--- config.mk ---
export PLATFORM = sky130hd
export DESIGN_NAME = buck_seq
export DESIGN_NICKNAME = d
export VERILOG_FILES = /design/src/rtl/buck_seq_pkg.sv /design/src/rtl/buck_seq_probe.sv /design/src/rtl/buck_seq_qual.sv /design/src/rtl/buck_seq_ramp.sv /design/src/rtl/buck_seq.sv
export SDC_FILE = /design/constraint.sdc
export NUM_CORES = 1
export LEC_CHECK = 0
export BUFFER_PORTS_ARGS = -buffer_cell sky130_fd_sc_hd__buf_2
export CORE_UTILIZATION = 60
export DETAILED_ROUTE_END_ITERATION = 8
export PLACE_DENSITY_LB_ADDON = 0.08
export SLEW_MARGIN = 0
export SYNTH_ARGS = -nofsm -noshare
export SYNTH_HDL_FRONTEND = slang
export SYNTH_SLANG_ARGS = --single-unit
--- constraint.sdc ---
create_clock -name clk -period 4.4 [get_ports clk]
set_clock_uncertainty 0.1 [all_clocks]
set_input_delay 0 -clock clk [delete_from_list [all_inputs] [get_ports clk]]
set_output_delay 0 -clock clk [all_outputs]
set_load 0.03 [all_outputs]
--- src/rtl/buck_seq_pkg.sv ---
package buck_seq_pkg;
   typedef enum logic [3:0] {
      S_OFF, S_DETECT, S_OCPROG, S_SOFT, S_RUN,
      S_HICCUP, S_LAT_OV, S_LAT_OT, S_DISCH
   } seq_state_t;

   localparam int FLT_OV = 0;
   localparam int FLT_UV = 1;
   localparam int FLT_OT = 2;
   localparam int FLT_N  = 3;
endpackage

--- src/rtl/buck_seq_probe.sv ---
module buck_seq_probe #(
   parameter int PERIOD = 8,
   parameter int WIDTH  = 2
) (
   input  logic clk,
   input  logic rst_n,
   input  logic active,
   output logic pulse,
   output logic off_win,
   output logic wrap
);
   localparam int CW = (PERIOD > 2) ? $clog2(PERIOD) : 1;
   localparam logic [CW-1:0] LAST = CW'(PERIOD - 1);
   localparam logic [CW-1:0] WLIM = CW'(WIDTH);

   generate
      if (WIDTH < 1 || WIDTH >= PERIOD) begin : g_bad_width
         $error("probe WIDTH must be between 1 and PERIOD-1");
      end
   endgenerate

   logic [CW-1:0] pc;

   always_ff @(posedge clk or negedge rst_n) begin
      if (!rst_n)           pc <= '0;
      else if (!active)     pc <= '0;
      else if (pc == LAST)  pc <= '0;
      else                  pc <= pc + 1'b1;
   end

   assign pulse   = active && (pc < WLIM);
   assign off_win = active && (pc >= WLIM);
   assign wrap    = active && (pc == LAST);

   AST_PULSE_ON_ENTRY: assert property (@(posedge clk) disable iff (!rst_n)
      $rose(active) |-> pulse);
   AST_PULSE_AFTER_WRAP: assert property (@(posedge clk) disable iff (!rst_n)
      (pulse && !$past(pulse) && $past(active)) |-> $past(wrap));
endmodule

--- src/rtl/buck_seq_qual.sv ---
module buck_seq_qual #(
   parameter int QUAL = 4
) (
   input  logic clk,
   input  logic rst_n,
   input  logic armed,
   input  logic cond,
   output logic trip
);
   generate
      if (QUAL < 0) begin : g_bad_qual
         $error("QUAL must not be negative");
      end
      if (QUAL == 0) begin : g_direct
         assign trip = armed && cond;
      end else begin : g_count
         localparam int QW = $clog2(QUAL + 1);
         localparam logic [QW-1:0] QTOP = QW'(QUAL);
         logic [QW-1:0] cnt;

         always_ff @(posedge clk or negedge rst_n) begin
            if (!rst_n)              cnt <= '0;
            else if (armed && cond) begin
               if (cnt != QTOP)      cnt <= cnt + 1'b1;
            end else                 cnt <= '0;
         end

         assign trip = armed && (cnt == QTOP);

         AST_TRIP_NEEDS_HOLD: assert property (@(posedge clk) disable iff (!rst_n)
            trip |-> ($past(cond) && $past(armed)));
      end
   endgenerate
endmodule

--- src/rtl/buck_seq_ramp.sv ---
module buck_seq_ramp #(
   parameter int SS_W   = 4,
   parameter int SS_DIV = 2
) (
   input  logic            clk,
   input  logic            rst_n,
   input  logic            ramp,
   input  logic            hold,
   output logic [SS_W-1:0] code,
   output logic            done
);
   localparam logic [SS_W-1:0] CMAX = '1;
   logic step;

   generate
      if (SS_W < 1 || SS_DIV < 1) begin : g_bad_ramp
         $error("SS_W and SS_DIV must be at least 1");
      end
      if (SS_DIV == 1) begin : g_nodiv
         assign step = ramp;
      end else begin : g_div
         localparam int DW = $clog2(SS_DIV);
         localparam logic [DW-1:0] DLAST = DW'(SS_DIV - 1);
         logic [DW-1:0] div;
         always_ff @(posedge clk or negedge rst_n) begin
            if (!rst_n)          div <= '0;
            else if (ramp)       div <= (div == DLAST) ? '0 : div + 1'b1;
            else if (!hold)      div <= '0;
         end
         assign step = ramp && (div == DLAST);
      end
   endgenerate

   always_ff @(posedge clk or negedge rst_n) begin
      if (!rst_n)                          code <= '0;
      else if (ramp) begin
         if (step && code != CMAX)         code <= code + 1'b1;
      end else if (!hold)                  code <= '0;
   end

   assign done = step && (code == CMAX);

   AST_RAMP_MONOTONIC: assert property (@(posedge clk) disable iff (!rst_n)
      (ramp && $past(ramp)) |-> (code >= $past(code)));
endmodule

--- src/rtl/buck_seq.sv ---
module buck_seq
   import buck_seq_pkg::*;
#(
   parameter int PROBE_PERIOD = 8,
   parameter int PROBE_WIDTH  = 2,
   parameter int QUIET_N      = 3,
   parameter int OCS_CYC      = 3,
   parameter int SS_W         = 4,
   parameter int SS_DIV       = 2,
   parameter int BLANK_CYC    = 20,
   parameter int QUAL_CYC     = 4,
   parameter int HICCUP_CYC   = 30
) (
   input  logic            clk,
   input  logic            rst_n,
   input  logic            vcc_ok,
   input  logic            en,
   input  logic            ph_hi,
   input  logic            ph_low,
   input  logic            fb_ov,
   input  logic            fb_uv,
   input  logic            ot_hot,
   output logic            ug_on,
   output logic            lg_on,
   output logic            det_req,
   output logic            ocset_stb,
   output logic [SS_W-1:0] ss_code,
   output logic            run_en,
   output logic            dis_en,
   output logic            pg_rel
);
   localparam int TMAX0 = (BLANK_CYC > HICCUP_CYC) ? BLANK_CYC : HICCUP_CYC;
   localparam int TMAX  = (TMAX0 > OCS_CYC) ? TMAX0 : OCS_CYC;
   localparam int TW    = $clog2(TMAX + 1);
   localparam int QCW   = (QUIET_N > 0) ? $clog2(QUIET_N + 1) : 1;
   localparam logic [TW-1:0]  T_BLANK = TW'(BLANK_CYC);
   localparam logic [TW-1:0]  T_OCS   = TW'(OCS_CYC - 1);
   localparam logic [TW-1:0]  T_HIC   = TW'(HICCUP_CYC - 1);
   localparam logic [QCW-1:0] Q_TOP   = QCW'(QUIET_N);

   generate
      if (OCS_CYC < 1 || BLANK_CYC < 1 || HICCUP_CYC < 1 || QUIET_N < 0) begin : g_bad_cfg
         $error("sequencer timing parameters out of range");
      end
   endgenerate

   seq_state_t state, nstate;
   logic [TW-1:0]  tmr;
   logic [QCW-1:0] qc;
   logic           seen;

   // probe pulse generator shared by detection and discharge
   logic pr_active, pr_pulse, pr_off, pr_wrap;
   assign pr_active = (state == S_DETECT) || (state == S_DISCH);

   buck_seq_probe #(.PERIOD(PROBE_PERIOD), .WIDTH(PROBE_WIDTH)) u_probe (
      .clk(clk), .rst_n(rst_n), .active(pr_active),
      .pulse(pr_pulse), .off_win(pr_off), .wrap(pr_wrap));

   // soft-start ramp
   logic ss_done;
   buck_seq_ramp #(.SS_W(SS_W), .SS_DIV(SS_DIV)) u_ramp (
      .clk(clk), .rst_n(rst_n), .ramp(state == S_SOFT), .hold(state == S_RUN),
      .code(ss_code), .done(ss_done));

   // fault qualifiers
   logic [FLT_N-1:0] f_arm, f_cond, f_trip;
   assign f_cond[FLT_OV] = fb_ov;
   assign f_cond[FLT_UV] = fb_uv;
   assign f_cond[FLT_OT] = ot_hot;
   assign f_arm[FLT_OV]  = (state == S_SOFT) || (state == S_RUN);
   assign f_arm[FLT_UV]  = (state == S_RUN);
   assign f_arm[FLT_OT]  = (state == S_DETECT) || (state == S_OCPROG) || (state == S_SOFT) ||
                           (state == S_RUN) || (state == S_HICCUP);

   genvar gi;
   generate
      for (gi = 0; gi < FLT_N; gi++) begin : g_qual
         buck_seq_qual #(.QUAL(QUAL_CYC)) u_q (
            .clk(clk), .rst_n(rst_n), .armed(f_arm[gi]), .cond(f_cond[gi]),
            .trip(f_trip[gi]));
      end
   endgenerate

   logic pwr_drop, clean_end;
   assign pwr_drop  = !vcc_ok || !en;
   assign clean_end = pr_wrap && !seen && !ph_hi;

   always_comb begin
      nstate = state;
      unique case (state)
         S_OFF:      if (!pwr_drop) nstate = S_DETECT;
         S_DETECT: begin
            if (pwr_drop)                    nstate = S_DISCH;
            else if (f_trip[FLT_OT])         nstate = S_LAT_OT;
            else if (clean_end && qc == Q_TOP) nstate = S_OCPROG;
         end
         S_OCPROG: begin
            if (pwr_drop)                    nstate = S_DISCH;
            else if (f_trip[FLT_OT])         nstate = S_LAT_OT;
            else if (tmr == T_OCS)           nstate = S_SOFT;
         end
         S_SOFT: begin
            if (pwr_drop)                    nstate = S_DISCH;
            else if (f_trip[FLT_OT])         nstate = S_LAT_OT;
            else if (f_trip[FLT_OV])         nstate = S_LAT_OV;
            else if (ss_done)                nstate = S_RUN;
         end
         S_RUN: begin
            if (pwr_drop)                    nstate = S_DISCH;
            else if (f_trip[FLT_OT])         nstate = S_LAT_OT;
            else if (f_trip[FLT_OV])         nstate = S_LAT_OV;
            else if (f_trip[FLT_UV])         nstate = S_HICCUP;
         end
         S_HICCUP: begin
            if (pwr_drop)                    nstate = S_DISCH;
            else if (f_trip[FLT_OT])         nstate = S_LAT_OT;
            else if (tmr == T_HIC)           nstate = S_DETECT;
         end
         S_LAT_OV, S_LAT_OT: if (pwr_drop) nstate = S_DISCH;
         S_DISCH:    if (ph_low) nstate = S_OFF;
         default:    nstate = S_OFF;
      endcase
   end

   always_ff @(posedge clk or negedge rst_n) begin
      if (!rst_n) begin
         state <= S_OFF;
         tmr   <= '0;
         qc    <= '0;
         seen  <= 1'b0;
      end else begin
         state <= nstate;
         if (nstate != state)                                tmr <= '0;
         else if (state == S_RUN)                            tmr <= (tmr == T_BLANK) ? tmr : tmr + 1'b1;
         else if (state == S_OCPROG || state == S_HICCUP)    tmr <= tmr + 1'b1;
         else                                                tmr <= '0;

         if (state != S_DETECT) begin
            qc   <= '0;
            seen <= 1'b0;
         end else if (pr_wrap) begin
            seen <= 1'b0;
            if (!clean_end)        qc <= '0;
            else if (qc != Q_TOP)  qc <= qc + 1'b1;
         end else if (pr_off && ph_hi) begin
            seen <= 1'b1;
         end
      end
   end

   assign ug_on     = (state == S_DETECT) && pr_pulse;
   assign lg_on     = (state == S_LAT_OV) || ((state == S_DISCH) && pr_pulse);
   assign det_req   = (state == S_DETECT);
   assign ocset_stb = (state == S_OCPROG);
   assign run_en    = (state == S_SOFT) || (state == S_RUN);
   assign dis_en    = (state == S_DISCH);
   assign pg_rel    = (state == S_RUN) && (tmr == T_BLANK) && !fb_ov && !fb_uv;

   AST_NO_CROSS_CONDUCTION: assert property (@(posedge clk) disable iff (!rst_n)
      !(ug_on && lg_on));
   AST_IDLE_WAITS: assert property (@(posedge clk) disable iff (!rst_n)
      (state == S_OFF && pwr_drop) |=> (state == S_OFF));
   AST_DETECT_LS_OFF: assert property (@(posedge clk) disable iff (!rst_n)
      det_req |-> !lg_on);
   AST_OCSET_AFTER_DETECT: assert property (@(posedge clk) disable iff (!rst_n)
      $rose(ocset_stb) |-> ($past(state) == S_DETECT));
   AST_PG_AFTER_RUN: assert property (@(posedge clk) disable iff (!rst_n)
      pg_rel |-> $past(run_en));
   AST_OV_LATCH_HOLDS: assert property (@(posedge clk) disable iff (!rst_n)
      (state == S_LAT_OV && !pwr_drop) |=> (state == S_LAT_OV));
   AST_OT_LATCH_HOLDS: assert property (@(posedge clk) disable iff (!rst_n)
      (state == S_LAT_OT && !pwr_drop) |=> (state == S_LAT_OT));
   AST_DROP_DISCHARGES: assert property (@(posedge clk) disable iff (!rst_n)
      (pwr_drop && state != S_OFF && state != S_DISCH) |=> dis_en);
endmodule

Word-level counts from Yosys, hierarchy flattened
Cells that the tools add are included.
- bits in registers: 29
- input port bits: 9
- $add $sub $neg: 8
- magnitude comparators: 2
- eq/ne operators: 31
- muxes and demuxes: 46
- reductions and logical operators: 42
- operators with widths (operator ; number):
    4-bit 2-to-1 mux ; 23
    4-bit case mux with 8 select lines ; 1
    3-bit 2-to-1 mux ; 8
    1-bit logical AND ; 21
    5-bit 2-to-1 mux ; 4
    4-bit by 3-bit == test with 1-bit output (second input constant) ; 4
    3-bit by 1-bit adder with 3-bit output (second input constant) ; 4
    3-bit == test (second input constant) ; 4
    2-bit != test (second input constant) ; 6
    3-bit != test (second input constant) ; 4
    5-bit == test (second input constant) ; 2
    1-bit logical OR ; 9
    4-bit by 2-bit == test with 1-bit output (second input constant) ; 2
    4-bit == test (second input constant) ; 2
    2-bit 2-to-1 mux ; 4
    1-bit zero test ; 6
    1-bit 2-to-1 mux ; 6
    5-bit by 1-bit adder with 5-bit output (second input constant) ; 1
    5-bit by 2-bit == test with 1-bit output (second input constant) ; 1
    4-bit by 1-bit adder with 4-bit output (second input constant) ; 1
    4-bit by 1-bit == test with 1-bit output (second input constant) ; 1
    4-bit zero test ; 1
    4-bit by 1-bit != test with 1-bit output (second input constant) ; 1
    4-bit != test ; 1
    other kinds (11) ; 12

Longest topological paths before layout
Gate-level depths: netlist (run 1).
- depth in word-level cells: 12
- gate-level depth with buffers: 8

Modules after synthesis
From an unflattened synthesis (run 1), not the netlist that was laid out.
- cells, all modules: 223
- area total of the unflattened synthesis: 2115.8 um^2
- modules (own cells, without submodules) (module ; instances ; cells each ; area an instance (um^2)):
    buck_seq ; 1 ; 131 ; 1154.9
    buck_seq_qual ; 3 ; 18 ; 180.2
    buck_seq_ramp ; 1 ; 27 ; 264.0
    buck_seq_probe ; 1 ; 11 ; 156.4

Worst setup path after synthesis (run 1)
Ideal clock, no wire load.
- path type: register -> output
- from: register state[1]
- to: output pg_rel
- arrival: 2.010 ns
- data required time: 4.300 ns
- setup slack: 2.290 ns
- stages on the path, launching flop included: 5
- buffers on the path: 1
- path through: dfrtp_1 > buf_6 > nor4b_1 > and4_1 > nor3b_1
- cells in the longest elaborated chain, start to end: 4
- ends and longest elaborated chain (item ; line ; source):
    start: declaration ; buck_seq.sv:47 ; seq_state_t state, nstate;
    start signal: assignment ; buck_seq.sv:133 ; state <= nstate;
    4-bit by 3-bit == test with 1-bit output ; buck_seq.sv:158 ; assign pg_rel = (state == S_RUN) && (tmr == T_BLANK) && !fb_ov && !fb_uv;
    1-bit logical AND (3 in a row) ; buck_seq.sv:158 ;
    end: declaration ; buck_seq.sv:30 ; output logic pg_rel
No other way between the ends.

Final worst setup path (run 1)
- from: register state[3]
- to: output pg_rel
Same word-level chain as after synthesis.

==> flow_summary.rst, run 1 <==
.. list-table::
   :header-rows: 1

   * - Metric
     - Value
   * - Die boundary height
     - around 59 um
   * - Mapped Nets
     - 247
   * - Status
     - finished clean
   * - Remaining number of nets flagged by the antenna check after routing
     - 0
   * - Horiz. Die Dim
     - 58.8 um
   * - Area share of fa/ha/maj cells after synthesis
     - 0.0905
   * - Port bufs
     - 19
   * - Half-perimeter wire length after placement
     - approximately 2.9 mm
   * - Routed wire per std cell
     - 13.8 um
   * - Dominant synthesized flop cell
     - dfrtp_1
   * - Pin count of the biggest net entering global routing
     - 30
   * - Via count
     - roughly 1700
   * - Pwr Total
     - 593 uW
   * - First-pass GRT wire length
     - a little under 7 mm
   * - Max-Cap Viols
     - 0
   * - Clock slew at the register clock pins of the worst setup and hold paths
     - about 0.10 ns
   * - Number of buffers added for setup after CTS
     - 0
   * - Required time of the critical path
     - roughly 4.3 ns
   * - Yosys top cell area share
     - 0.375
   * - Slew Viols, Final
     - 0
   * - Relative slew margins
     - 0.538
   * - Resize count post-CTS
     - 0
   * - Number of DRC violations after detailed routing
     - 0
   * - Standard cell with the maximum stage delay on the critical path
     - dfrtp_1
   * - Critical register-to-register path startpoint
     - state[3]
   * - EDFF count, synth
     - 0
   * - Clock Tree Buf Depth
     - 2
   * - Power per unit of standard cell area
     - between 200 and 300 nW/um2
   * - Cell leakage power
     - between 0.001 and 0.0015 uW
   * - Min Hold Slack
     - approximately 0.12 ns
   * - Final routed wirelength across all metal layers
     - 4.06 mm
   * - Avg Cell Area, Syn
     - 8.64 um2
   * - Number of distinct library cell variants in the gate-level netlist after synthesis
     - slightly above 50
   * - Area share of and/or/nand/nor cells after synthesis
     - 0.299
   * - Most common cell after layout, fill and taps aside
     - dfrtp_1
   * - Worst-margin pin slew
     - between 0.6 and 0.7 ns
   * - CP startpoint kind
     - flop
   * - Cell at the root of the clock tree
     - clkbuf_4
   * - Core region area
     - between 3000 and 4000 um2
   * - Share of the synthesized area in compound gates (AO/OA/AOI/OAI)
     - 0.126
   * - Sequential fraction of the synthesis area
     - 0.375
   * - Ys async rst share
     - 1.00
   * - Global Route Usage Sum
     - 0.265
   * - Synth area leader
     - dfrtp_1
   * - Critical path peak fanout
     - 24
   * - Synth top area cells
     - dfrtp_1 37%, ha_1 9.0%, nand2_1 5.4%
   * - Synthesis-to-layout area growth
     - 13.3%
   * - Maximum resistive drop on vdd
     - 0.263 mV
   * - Placement Rows
     - 20
   * - Setup tns final
     - 0 ns
   * - Count of mapped cells out of synthesis
     - 224
   * - Setup repair after global routing missed its margin
     - false
   * - IO Pins
     - 20
   * - Worst Setup Path Type
     - flop to primary output
   * - Number of violations reported at the end of detailed-routing iteration 0
     - 83
   * - Area enclosed by the die boundary
     - roughly 3500 um2
   * - Number of antenna violations at the first check in global routing
     - 0
   * - Critical path cell sequence
     - nor4b_1 -> and4_1 -> nor3b_1 -> buf_2
   * - Residual overflow from global routing
     - 0
   * - Fmax achieved
     - 0.403 GHz
   * - Final-layout fill cell count
     - ~260
   * - Warning count from the yosys run
     - 0
   * - Register-to-register path setup slack
     - 1.95 ns
   * - Xor-xnor portion of the synthesized cell area
     - 0.0407
   * - Final period utilization
     - 0.564
   * - Starting Density
     - 0.634
   * - Final setup fails
     - 0
   * - Multiplexer share of the synthesized area
     - 0.0162
   * - Proportion of layout cells with a drive suffix above 1
     - 0.140
   * - Clock tree sinks
     - 29
   * - Endpoint arrival time on the critical path
     - around 2.4 ns
   * - Final core occ
     - 0.718
   * - Number of cell instances on the worst register-to-register path
     - 6
   * - Post-synthesis sequential element count
     - 29
   * - Cell type group with the largest total delay on the critical path
     - simple AND/OR/NAND/NOR gates
   * - Weighted congestion at the end of routability-driven global placement
     - a little over 0.8
   * - Combinational family with the most area after synthesis
     - simple AND/OR/NAND/NOR gates
   * - Worst hold path type
     - input pin to async pin
   * - Count of buffering cells on the critical path with inverters included
     - 1
   * - Final-stage net count
     - between 200 and 300
   * - Detailed-router iteration count before antenna repair
     - 5
   * - Number of buffers created by CTS
     - 5
   * - Mapped cell area
     - roughly 1900 um2
   * - Hold Violations, Final
     - 0
   * - Post-layout minimum cycle time
     - 2.48 ns
   * - Clock latency at the later pin of the worst-skew pair
     - approximately 0.33 ns
   * - Vias per Instance
     - approximately 5.7
   * - Number of global-route vias before repair
     - approximately 1600
   * - # H-tree levels
     - 2
   * - Clock tree from TritonCTS
     - done
   * - Largest stage delay, worst path
     - between 0.6 and 0.7 ns
   * - Diodes inserted
     - 0
   * - Type of destination of the critical path
     - primary output
   * - Leading cell types in the layout, fill and taps excluded
     - 29 x dfrtp_1, 28 x nand2_1, 27 x nor2_1, 19 x buf_2, 15 x a21oi_1
   * - End of the worst register-to-register path
     - tmr[1]
cell usage after synthesis, types with 2 or more instances:
| master | count |
|---|---|
| a21oi_1 | 15 |
| and3_1 | 3 |
| buf_2 | 2 |
| buf_6 | 2 |
| clkbuf_1 | 2 |
| dfrtp_1 | 29 |
| ha_1 | 14 |
| inv_1 | 12 |
| mux2i_1 | 2 |
| nand2_1 | 28 |
| nand3_1 | 11 |
| nand3b_1 | 2 |
| nand4_1 | 4 |
| nor2_1 | 27 |
| nor2b_1 | 4 |
| nor3_1 | 12 |
| nor3b_1 | 3 |
| nor4b_1 | 2 |
| o21ai_0 | 8 |
| or3_1 | 3 |
| or4b_1 | 2 |
| xnor2_1 | 5 |
| xor2_1 | 4 |
how the worst max path moves through the flow:
stage / startpoint / depth (start not counted) / slack [ns] / endpoint
floorplan: state[1] / 4 / 2.29 / pg_rel
global placement: state[3] / 6 / 2.07 / tmr[1]
detailed placement: state[3] / 6 / 1.99 / tmr[4]
CTS: state[3] / 4 / 1.92 / pg_rel
global route: state[3] / 4 / 1.74 / pg_rel
finish: state[3] / 4 / 1.92 / pg_rel
report_power, final:
group          internal [uW]  switching, uW
Sequential               273           14.3
Combinational           30.3           41.2
Clock                    135            100
Total                    438            156
layout make-up:
class | count | area [um2] | area share
multi-input combinational | 174 | 1110 | 0.506
sequential | 29 | 726 | 0.331
timing repair buffer | 26 | 165 | 0.0753
tap | 44 | 55.1 | 0.0251
clock buffer | 6 | 51.3 | 0.0234
inverter | 13 | 48.8 | 0.0223
clock inverter | 2 | 37.5 | 0.0171
metal layers:
metal | up-vias | GRT usage | share of wire
li1 | 833 | - | -
met1 | 785 | 0.330 | 0.46
met2 | 52 | 0.458 | 0.47
met3 | 11 | 0.0659 | 0.049
met4 | 0 | 0.0714 | 0.013
met5 | - | 0 | 0
what timing repair did:
action	in CTS	in global routing
hold endpoints to repair	41	0
setup endpoints to repair	0	0
hold buffers	7	0
metrics by stage:
| step | setup WS, ns | instances | instance area, um2 |
|---|---|---|---|
| after global placement | 2.07 | 279 | 2030 |
| after detailed placement | 1.99 | 279 | 2030 |
| final | 1.92 | 294 | 2190 |
| after CTS | 1.92 | 294 | 2190 |
| after global routing | 1.74 | 294 | 2190 |
| after floorplan | 2.29 | 224 | 1940 |
logic make-up after synthesis:
| kind of cell | after synthesis |
|---|---|
| buffers and inverters | 21 |
| adder cells (fa/ha/maj) | 14 |
| AND/OR/NAND/NOR | 112 |
| flip-flops | 29 |
| XOR/XNOR | 9 |
| multiplexers | 3 |
| AO/OA/AOI/OAI | 36 |
flip-flops by register name, indices dropped and copies added, names as in the netlist:
register / cells
u_ramp.g_div.div: 1
state: 4
qc: 2
u_probe.pc: 3
seen: 1
g_qual.u_q.g_count.cnt: 9
tmr: 5
u_ramp.code: 4
worst reg2reg max path: cells and delay by family (launching register included):
family / cells / cell delay, ns
compound gates: 1 / 0.13
flops: 1 / 0.80
simple gates: 5 / 1.29
Power figures use the tool's default switching activity.
==> run 2: changes to the inputs <==
- CORE_UTILIZATION: 60 -> 53
- clock period: 4.4 -> 2.25 ns (I/O delays scaled with it)
==> flow_summary.rst, run 2 (synthesis gave the netlist of run 1 again) <==
.. list-table::
   :header-rows: 1

   * - Metric
     - Value
   * - Area enclosed by the die boundary
     - just under 4000 um2
   * - Standard cell with the maximum stage delay on the critical path
     - or4_4
   * - Worst-margin pin slew
     - approximately 0.66 ns
   * - Leading cell types in the layout, fill and taps excluded
     - 28 x nand2_1, 27 x nor2_1, 25 x dfrtp_1, 19 x buf_2
   * - Clock tree from TritonCTS
     - done
   * - Number of antenna violations at the first check in global routing
     - 0
   * - Critical register-to-register path startpoint
     - g_qual[2].u_q.g_count.cnt[0]
   * - Horiz. Die Dim
     - around 62 um
   * - CP startpoint kind
     - flop
   * - Post-layout minimum cycle time
     - between 2 and 2.5 ns
   * - Via count
     - about 1700
   * - Layout Cells excl Fill
     - 307
   * - Port bufs
     - 19
   * - Number of violations reported at the end of detailed-routing iteration 0
     - around 110
   * - Cell leakage power
     - 0.00108 uW
   * - Number of flip-flops in the largest register
     - 9
   * - Type of destination of the critical path
     - flop
   * - Residual overflow from global routing
     - 0
   * - Power per unit of standard cell area
     - roughly 450 nW/um2
   * - Worst Setup Path Type
     - flop to flop
   * - Vias per Instance
     - around 5.6
   * - Routed met1 length
     - 2.02 mm
   * - Critical Path Start
     - g_qual[2].u_q.g_count.cnt[0]
   * - Weighted congestion at the end of routability-driven global placement
     - ~0.9
   * - Most common cell after layout, fill and taps aside
     - nand2_1
   * - Hold Violations, Final
     - 0
   * - Endpoint arrival time on the critical path
     - ~2.3 ns
   * - Placed insts
     - about 290
   * - Maximum resistive drop on vdd
     - between 0.2 and 0.25 mV
   * - Setup repair after global routing missed its margin
     - true
   * - Cell at the root of the clock tree
     - clkbuf_4
   * - Number of global-route vias before repair
     - approximately 1700
   * - Required time of the critical path
     - ~2.4 ns
   * - First-pass GRT wire length
     - 7.60 mm
   * - Clock tree sinks
     - 29
   * - Status
     - finished clean
   * - Largest stage delay, worst path
     - around 0.55 ns
   * - Final routed wirelength across all metal layers
     - roughly 4.4 mm
   * - # H-tree levels
     - 2
   * - Routed wire per std cell
     - about 14 um
   * - Fmax achieved
     - 0.451 GHz
   * - Cell type group with the largest total delay on the critical path
     - simple AND/OR/NAND/NOR gates
   * - Setup tns final
     - 0 ns
   * - Final setup fails
     - 0
   * - Most flop-heavy register
     - g_qual.u_q.g_count.cnt
   * - Synthesis-to-layout area growth
     - 18.7%
   * - Routed wl met3
     - roughly 190 um
   * - Die boundary height
     - approximately 62 um
   * - Global Route Usage Sum
     - 0.250
   * - Detail Route met2 WL
     - approximately 2.1 mm
   * - Worst hold path type
     - input pin to async pin
   * - IO Pins
     - 20
   * - Pin count of the biggest net entering global routing
     - 30
   * - Starting Density
     - 0.567
   * - Critical path peak fanout
     - 5
   * - Number of DRC violations after detailed routing
     - 0
   * - Proportion of layout cells with a drive suffix above 1
     - 0.218
   * - Final period utilization
     - 0.985
   * - Half-perimeter wire length after placement
     - approximately 3.2 mm
   * - Detailed-router iteration count before antenna repair
     - 4
   * - Core region area
     - 3420 um2
   * - Final-stage net count
     - roughly 280
   * - Min Hold Slack
     - approximately 0.13 ns
   * - Relative slew margins
     - 0.558
   * - Clock Tree Buf Depth
     - 2
   * - Slew Viols, Final
     - 0
   * - Registers with the highest flip-flop counts
     - g_qual.u_q.g_count.cnt x9, tmr x5
   * - Count of buffering cells on the critical path with inverters included
     - 1
   * - Critical path cell sequence
     - inv_1 -> ha_1 -> and3b_2 -> a22o_4 -> or4_4 -> o311ai_4 -> nor3_1
   * - Clock slew at the register clock pins of the worst setup and hold paths
     - roughly 0.090 ns
   * - Remaining number of nets flagged by the antenna check after routing
     - 0
   * - Placement Rows
     - 21
   * - Diodes inserted
     - 0
   * - Clock latency at the later pin of the worst-skew pair
     - between 0.3 and 0.4 ns
   * - Max-Cap Viols
     - 0
   * - Top routing layer in use
     - met4
   * - Register-to-register path setup slack
     - about 0.034 ns
   * - Number of buffers created by CTS
     - 5
run 2: cell count changes in the layout (fill, tap and decap cells not counted), sizes merged:
cell / previous run / this run
bufinv: 1 / 0
clkinvlp: 1 / 0
buf: 19 / 31
clkbuf: 6 / 7
run 2: path summary, 6_finish.rpt:
path | end | depth (start not counted)
setup / recovery | tmr[4] | 7
hold / removal | g_qual[2].u_q.g_count.cnt[2] | 2
setup reg to reg | tmr[4] | 7
hold reg to reg | u_probe.pc[0] | 1
max in group asynchronous | state[1] | 2
min in group clk | state[1] | 4
run 2: what timing repair did:
action,4_1_cts,5_1_grt
hold buffers,7,0
endpoints found under the hold margin,42,0
setup buffers,0,1
setup endpoints to repair,0,6
gates resized for setup,0,13
run 2: area by class of cell:
| cell class | instances | area (um2) |
|---|---|---|
| fillers | 286 | 1120 |
| well taps | 46 | 57.6 |
| flip-flops and latches | 29 | 731 |
| repair buffers | 38 | 255 |
| multi-input cells | 174 | 1150 |
| clock buffers | 7 | 55.1 |
| inverters | 13 | 48.8 |
run 2: per-stage QoR:
stage	total power (uW)	utilization	setup WS [ns]	cell area, um2
final	1040	0.673	0.0338	2300
after global routing	1090	0.673	-0.0237	2300
after CTS	1050	0.657	0.00929	2240
after detailed placement	708	0.620	0.0230	2120
after global placement	702	0.620	0.0924	2120
after floorplan	657	-	0.140	1940
run 2: per-layer routing:
metal | vias to the layer above | global-route usage
li1 | 859 | -
met1 | 811 | 0.312
met2 | 43 | 0.424
met3 | 8 | 0.0529
met4 | 0 | 0.0930
met5 | - | 0
run 2: worst reg2reg max path, delay by kind of cell, from the launching register on:
family / cells / cell delay, ns
buffers and inverters: 1 / 0.06
and+or+nand+nor: 3 / 0.90
DFF: 1 / 0.39
AOI/OAI and AO/OA: 2 / 0.42
adders and majority gates: 1 / 0.22
run 2: power breakdown:
part	internal, uW	total, uW	switching (uW)
combinational	69.0	163	94.5
clock	147	324	177
sequential	534	551	16.7
